<file path="config.mk">
export PLATFORM = sky130hd
export DESIGN_NAME = dual_hbridge_port
export DESIGN_NICKNAME = d
export VERILOG_FILES = /design/src/rtl/mctl_pkg.sv /design/src/rtl/mctl_cmd_reg.sv /design/src/rtl/mctl_bridge.sv /design/src/rtl/dual_hbridge_port.sv
export SDC_FILE = /design/constraint.sdc
export NUM_CORES = 1
export LEC_CHECK = 0
export BUFFER_PORTS_ARGS = -buffer_cell sky130_fd_sc_hd__buf_4
export CORE_AREA = 3 3 40 42
export CTS_CLUSTER_DIAMETER = 40
export DETAILED_ROUTE_END_ITERATION = 10
export DIE_AREA = 0 0 43 45
export HOLD_SLACK_MARGIN = 0.12
export SLEW_MARGIN = 20
export SYNTH_ARGS = -nofsm -noshare
export SYNTH_HDL_FRONTEND = slang
export SYNTH_HIERARCHICAL = 1
export SYNTH_SLANG_ARGS = --single-unit
</file>
<file path="constraint.sdc">
create_clock -name clk -period 1.2 [get_ports clk]
set_clock_uncertainty 0.15 [all_clocks]
set_input_delay 0.06 -clock clk [delete_from_list [all_inputs] [get_ports clk]]
set_output_delay 0.06 -clock clk [all_outputs]
set_load 0.03 [all_outputs]
</file>
<file path="src/rtl/mctl_pkg.sv">
package mctl_pkg;

    typedef enum logic [2:0] {
        MODE_COAST    = 3'd0,
        MODE_FWD      = 3'd1,
        MODE_REV      = 3'd2,
        MODE_BRAKE_HI = 3'd3,
        MODE_BRAKE_LO = 3'd4
    } bridge_mode_e;

    localparam int FIELD_W = 3;   // enable + two leg directions per motor
    localparam int LEGS    = 2;

    typedef struct packed {
        logic [LEGS-1:0] dir;     // dir[l] steers leg l
        logic            en;
    } motor_field_t;

endpackage

</file>
<file path="src/rtl/mctl_cmd_reg.sv">
module mctl_cmd_reg #(
    parameter int WIDTH = 8
) (
    input  logic             clk,
    input  logic             rst_n,
    input  logic             load,
    input  logic [WIDTH-1:0] d,
    output logic [WIDTH-1:0] q
);

    always_ff @(posedge clk) begin
        if (!rst_n) begin
            q <= '0;
        end else if (load) begin
            q <= d;
        end
    end

endmodule

</file>
<file path="src/rtl/mctl_bridge.sv">
module mctl_bridge
    import mctl_pkg::*;
(
    input  motor_field_t       field,
    output bridge_mode_e       mode,
    output logic [LEGS-1:0]    hi,
    output logic [LEGS-1:0]    lo
);

    // State decode from the captured command bits
    always_comb begin
        if (!field.en) begin
            mode = MODE_COAST;
        end else begin
            unique case (field.dir)
                2'b01:   mode = MODE_FWD;
                2'b10:   mode = MODE_REV;
                2'b11:   mode = MODE_BRAKE_HI;
                default: mode = MODE_BRAKE_LO;
            endcase
        end
    end

    // Gate outputs per state; each leg is driven as a complementary pair
    always_comb begin
        hi = '0;
        lo = '0;
        unique case (mode)
            MODE_COAST: begin
                hi = 2'b00;
                lo = 2'b00;
            end
            MODE_FWD: begin
                hi = 2'b01;
                lo = 2'b10;
            end
            MODE_REV: begin
                hi = 2'b10;
                lo = 2'b01;
            end
            MODE_BRAKE_HI: begin
                hi = 2'b11;
                lo = 2'b00;
            end
            MODE_BRAKE_LO: begin
                hi = 2'b00;
                lo = 2'b11;
            end
            default: begin
                hi = 2'b00;
                lo = 2'b00;
            end
        endcase
    end

endmodule

</file>
<file path="src/rtl/dual_hbridge_port.sv">
module dual_hbridge_port
    import mctl_pkg::*;
#(
    parameter int MOTORS  = 2,
    parameter int SPARE_W = 2
) (
    input  logic                           clk,
    input  logic                           rst_n,
    input  logic                           wr_stb,
    input  logic [FIELD_W*MOTORS+SPARE_W-1:0] wr_data,
    output logic [LEGS*MOTORS-1:0]         hi_gate,
    output logic [LEGS*MOTORS-1:0]         lo_gate,
    output logic [SPARE_W-1:0]             spare_out
);

    localparam int MOTOR_BITS = FIELD_W * MOTORS;
    localparam int DATA_W     = MOTOR_BITS + SPARE_W;
    localparam int GATES      = LEGS * MOTORS;

    logic [DATA_W-1:0] cmd_q;

    mctl_cmd_reg #(.WIDTH(DATA_W)) u_reg (
        .clk  (clk),
        .rst_n(rst_n),
        .load (wr_stb),
        .d    (wr_data),
        .q    (cmd_q)
    );

    assign spare_out = cmd_q[DATA_W-1:MOTOR_BITS];

    // Capture and hold behaviour of the command byte
    p_load_r2: assert property (@(posedge clk) disable iff (!rst_n)
        wr_stb |=> (cmd_q == $past(wr_data)));
    p_hold_r2: assert property (@(posedge clk) disable iff (!rst_n)
        !wr_stb |=> $stable(cmd_q));

    for (genvar m = 0; m < MOTORS; m++) begin : g_motor
        motor_field_t    fld;
        bridge_mode_e    mode;
        logic [LEGS-1:0] hi_m;
        logic [LEGS-1:0] lo_m;

        assign fld = motor_field_t'(cmd_q[FIELD_W*m +: FIELD_W]);

        mctl_bridge u_bridge (
            .field(fld),
            .mode (mode),
            .hi   (hi_m),
            .lo   (lo_m)
        );

        assign hi_gate[LEGS*m +: LEGS] = hi_m;
        assign lo_gate[LEGS*m +: LEGS] = lo_m;

        // Disabled motor coasts
        p_coast_r4: assert property (@(posedge clk) disable iff (!rst_n)
            !cmd_q[FIELD_W*m] |-> (hi_gate[LEGS*m +: LEGS] == '0 &&
                                   lo_gate[LEGS*m +: LEGS] == '0));
        // Enabled with equal direction bits: both legs on one rail
        p_brake_r6: assert property (@(posedge clk) disable iff (!rst_n)
            (cmd_q[FIELD_W*m] && (cmd_q[FIELD_W*m+1] == cmd_q[FIELD_W*m+2]))
            |-> (hi_gate[LEGS*m] == hi_gate[LEGS*m+1] &&
                 lo_gate[LEGS*m] == lo_gate[LEGS*m+1] &&
                 hi_gate[LEGS*m] != lo_gate[LEGS*m]));
        // Enabled with differing direction bits: exactly one high and one low
        p_drive_r5: assert property (@(posedge clk) disable iff (!rst_n)
            (cmd_q[FIELD_W*m] && (cmd_q[FIELD_W*m+1] != cmd_q[FIELD_W*m+2]))
            |-> ($countones(hi_gate[LEGS*m +: LEGS]) == 1 &&
                 $countones(lo_gate[LEGS*m +: LEGS]) == 1));
    end

    for (genvar k = 0; k < GATES; k++) begin : g_leg
        p_no_shoot_r7: assert property (@(posedge clk) disable iff (!rst_n)
            !(hi_gate[k] && lo_gate[k]));
    end

endmodule

</file>
==> results_tabular.tex <==
\begin{tabular}{lr}
\hline
Metric & Value \\
\hline
\multicolumn{2}{l}{\textbf{Global routing}} \\
\quad Pin count of the biggest net entering global routing & 9 \\
\quad Wire length of the first global-routing pass & roughly 1300 um \\
\quad Congestion Overflow GR & 0 \\
\quad Overall global routing resource usage & under 10\% \\
\quad Number of antenna violations at the first check in global routing & 0 \\
\quad Vias in the first global route & approximately 310 \\
\multicolumn{2}{l}{\textbf{Worst setup path}} \\
\quad Startpoint type of the worst setup path & flip-flop \\
\quad Worst-path cell with the longest stage delay & sky130\_fd\_sc\_hd\_\_dfxtp\_1 \\
\quad Worst-path maximum fanout & 5 \\
\quad Critical path, cell by cell & nor2b\_1 -> buf\_4 \\
\quad Stage delay of the slowest cell on the critical path & roughly 360 ps \\
\quad Category of the worst setup path capture point & primary output \\
\quad Launching point of the worst reg2reg path & u\_reg/q[1] \\
\quad Beginning of the critical path & u\_reg/q[3] \\
\quad Crit path required time & roughly 990 ps \\
\quad Type of the worst setup path & flip-flop to primary output \\
\quad Arrival time at the worst endpoint & between 900 and 1000 ps \\
\multicolumn{2}{l}{\textbf{Clock tree}} \\
\quad CTS tree & yes \\
\quad Post CTS Setup Buffer Count & 0 \\
\quad Buffer depth of the longest clock path & 2 \\
\quad Clock sink count & 8 \\
\quad Level count of the clock H-tree & 1 \\
\quad Clock latency on the worst-skew pair & between 200 and 250 ps \\
\quad Clock tree root driver cell & sky130\_fd\_sc\_hd\_\_clkbuf\_4 \\
\quad TritonCTS buffer count & 3 \\
\quad Clock Pin Slew Worst Setup and Hold Paths & roughly 50 ps \\
\multicolumn{2}{l}{\textbf{Logic synthesis}} \\
\quad Post-Synthesis Cells & 33 \\
\quad Yosys warning count & 6 \\
\quad Post-synth net total & 44 \\
\quad Netlist Area Pre-Place & 352 um2 \\
\quad Post-Synthesis Mean Instance Area & between 10 and 15 um2 \\
\multicolumn{2}{l}{\textbf{Routing}} \\
\quad Detailed-route via count & $\sim$320 \\
\quad Via-per-instance ratio & roughly 4.0 \\
\quad Wire length per cell after detailed routing & about 10 um \\
\quad Final ANT Viol Nets & 0 \\
\quad WL final & around 800 um \\
\quad Remaining routing DRC violations & 0 \\
\quad Number of optimization iterations in the first detailed-route pass & 2 \\
\quad First-iteration detailed-routing DRC count & 3 \\
\multicolumn{2}{l}{\textbf{Outcome}} \\
\quad Status & finished, final reports clean \\
\multicolumn{2}{l}{\textbf{Power}} \\
\quad Power per Cell Area & roughly 1000 nW/um2 \\
\quad VDD IR-drop max & approximately 0.00053 V \\
\quad Total design power & $\sim$630 uW \\
\quad Leakage component of the power & between 0.3 and 0.4 nW \\
\multicolumn{2}{l}{\textbf{Cells and area}} \\
\quad Total of fill cells in the finished design & $\sim$130 \\
\quad Area of the multi-input gates & between 150 and 200 um2 \\
\quad Storage element area & 161 um2 \\
\quad Net total in the final layout & 78 \\
\quad Biggest register & u\_reg/q \\
\quad Layout cells sized above 1 & $\sim$38\% \\
\quad Final cell utilization of the core & between 40 and 50\% \\
\quad Leading registers by flop count & u\_reg/q x8 \\
\quad Most frequent cells in the layout & sky130\_fd\_sc\_hd\_\_buf\_4, sky130\_fd\_sc\_hd\_\_nor2b\_1, sky130\_fd\_sc\_hd\_\_dlygate4sd3\_1, sky130\_fd\_sc\_hd\_\_mux2i\_1, sky130\_fd\_sc\_hd\_\_dfxtp\_1 \\
\quad Flip-flop count of the largest register, all copies and words added & 8 \\
\quad Most frequent standard cell in the layout excluding fill and tap cells & sky130\_fd\_sc\_hd\_\_buf\_4 \\
\quad Area growth, synth to finish & 80.8\% \\
\quad Ant. Diodes & 0 \\
\multicolumn{2}{l}{\textbf{STA}} \\
\quad Number of hold violations in the final report & 0 \\
\quad Maximum achievable frequency & 886 MHz \\
\quad Setup total negative slack & 0 ps \\
\quad Final worst setup slack & between 70 and 80 ps \\
\quad Relative slew slack & roughly nine tenths \\
\quad Finish-stage setup viols & 0 \\
\quad Final worst path period share & 94.1\% \\
\quad Pins over their slew limit & 0 \\
\quad RSZ-0062 raised after global routing & no \\
\quad Least-Margin Pin Slew & around 140 ps \\
\quad Final worst path period need & 1130 ps \\
\multicolumn{2}{l}{\textbf{Floorplanning}} \\
\quad Starting density of the core & roughly 27\% \\
\quad Io pins & 21 \\
\quad Area of the core & 1280 um2 \\
\quad Die width & $\sim$43 um \\
\quad Die Footprint & a little under 2000 um2 \\
\quad Die height & 45 um \\
\quad Number of rows in the core area & 13 \\
\multicolumn{2}{l}{\textbf{Placement}} \\
\quad Total of buffers placed on input and output ports & 20 \\
\quad Placer Congestion & 0.643 \\
\quad Placed wire-length estimate after detailed placement & about 550 um \\
\quad Worst setup slack before clock tree synthesis & 325 ps \\
\multicolumn{2}{l}{\textbf{Worst hold path}} \\
\quad Startpoint of the worst hold path & u\_reg/q[7] \\
\quad Worst min path class & flip-flop to flip-flop \\
\multicolumn{2}{l}{\textbf{Flow run}} \\
\quad Number of max-cap violations & 0 \\
\hline
\end{tabular}
==> per-stage QoR <==
step	std cells	hold WS [ps]	cell area, um2
CTS	80	387	632
finish	80	382	636
global placement	67	167	509
detailed placement	67	177	509
global route	80	412	636
floorplan	33	38.2	352
==> cell type report <==
cell class | count | share of cell area (%)
multi-input combinational | 24 | 28.7
timing repair buffer | 30 | 39.4
clock buffer | 3 | 3.54
sequential | 8 | 25.4
tap | 15 | 2.95
==> path summary, 6_finish.rpt <==
path	end	cells after the start	slack, ps
worst max register to register	u_reg/q[1]	2	420
worst min-delay path	u_reg/q[7]	2	380
worst min register to register	u_reg/q[7]	2	380
worst max-delay path	lo_gate[2]	2	70
==> routing by layer <==
layer | up-vias | GRT usage [%] | wire length (um)
met1 | 138 | 10.3 | 356
met3 | 0 | 2.39 | 55
li1 | 170 | - | -
met4 | 0 | 7.23 | 0
met2 | 13 | 15.9 | 389
met5 | - | 0 | 0
==> worst max-delay path, delay by kind of cell, from the launching register on <==
family	cells	cell delay [ps]
flip-flops	1	360
AND/OR/NAND/NOR	1	150
buffers and inverters	1	170
==> power by group <==
part           switching (mW)  leakage, nW  total (mW)  internal, mW
registers              0.0111       0.0664       0.294         0.283
logic                  0.0624        0.229       0.146        0.0839
clock network          0.0803       0.0138       0.194         0.114
total                   0.154        0.309       0.634         0.480
==> repair_timing <==
item                                    CTS  global route
hold buffers                             10             0
resized for setup                         0             2
endpoints found under the hold margin     8             0
endpoints found under the setup margin    0             1
(Power assumes the default switching activity.)
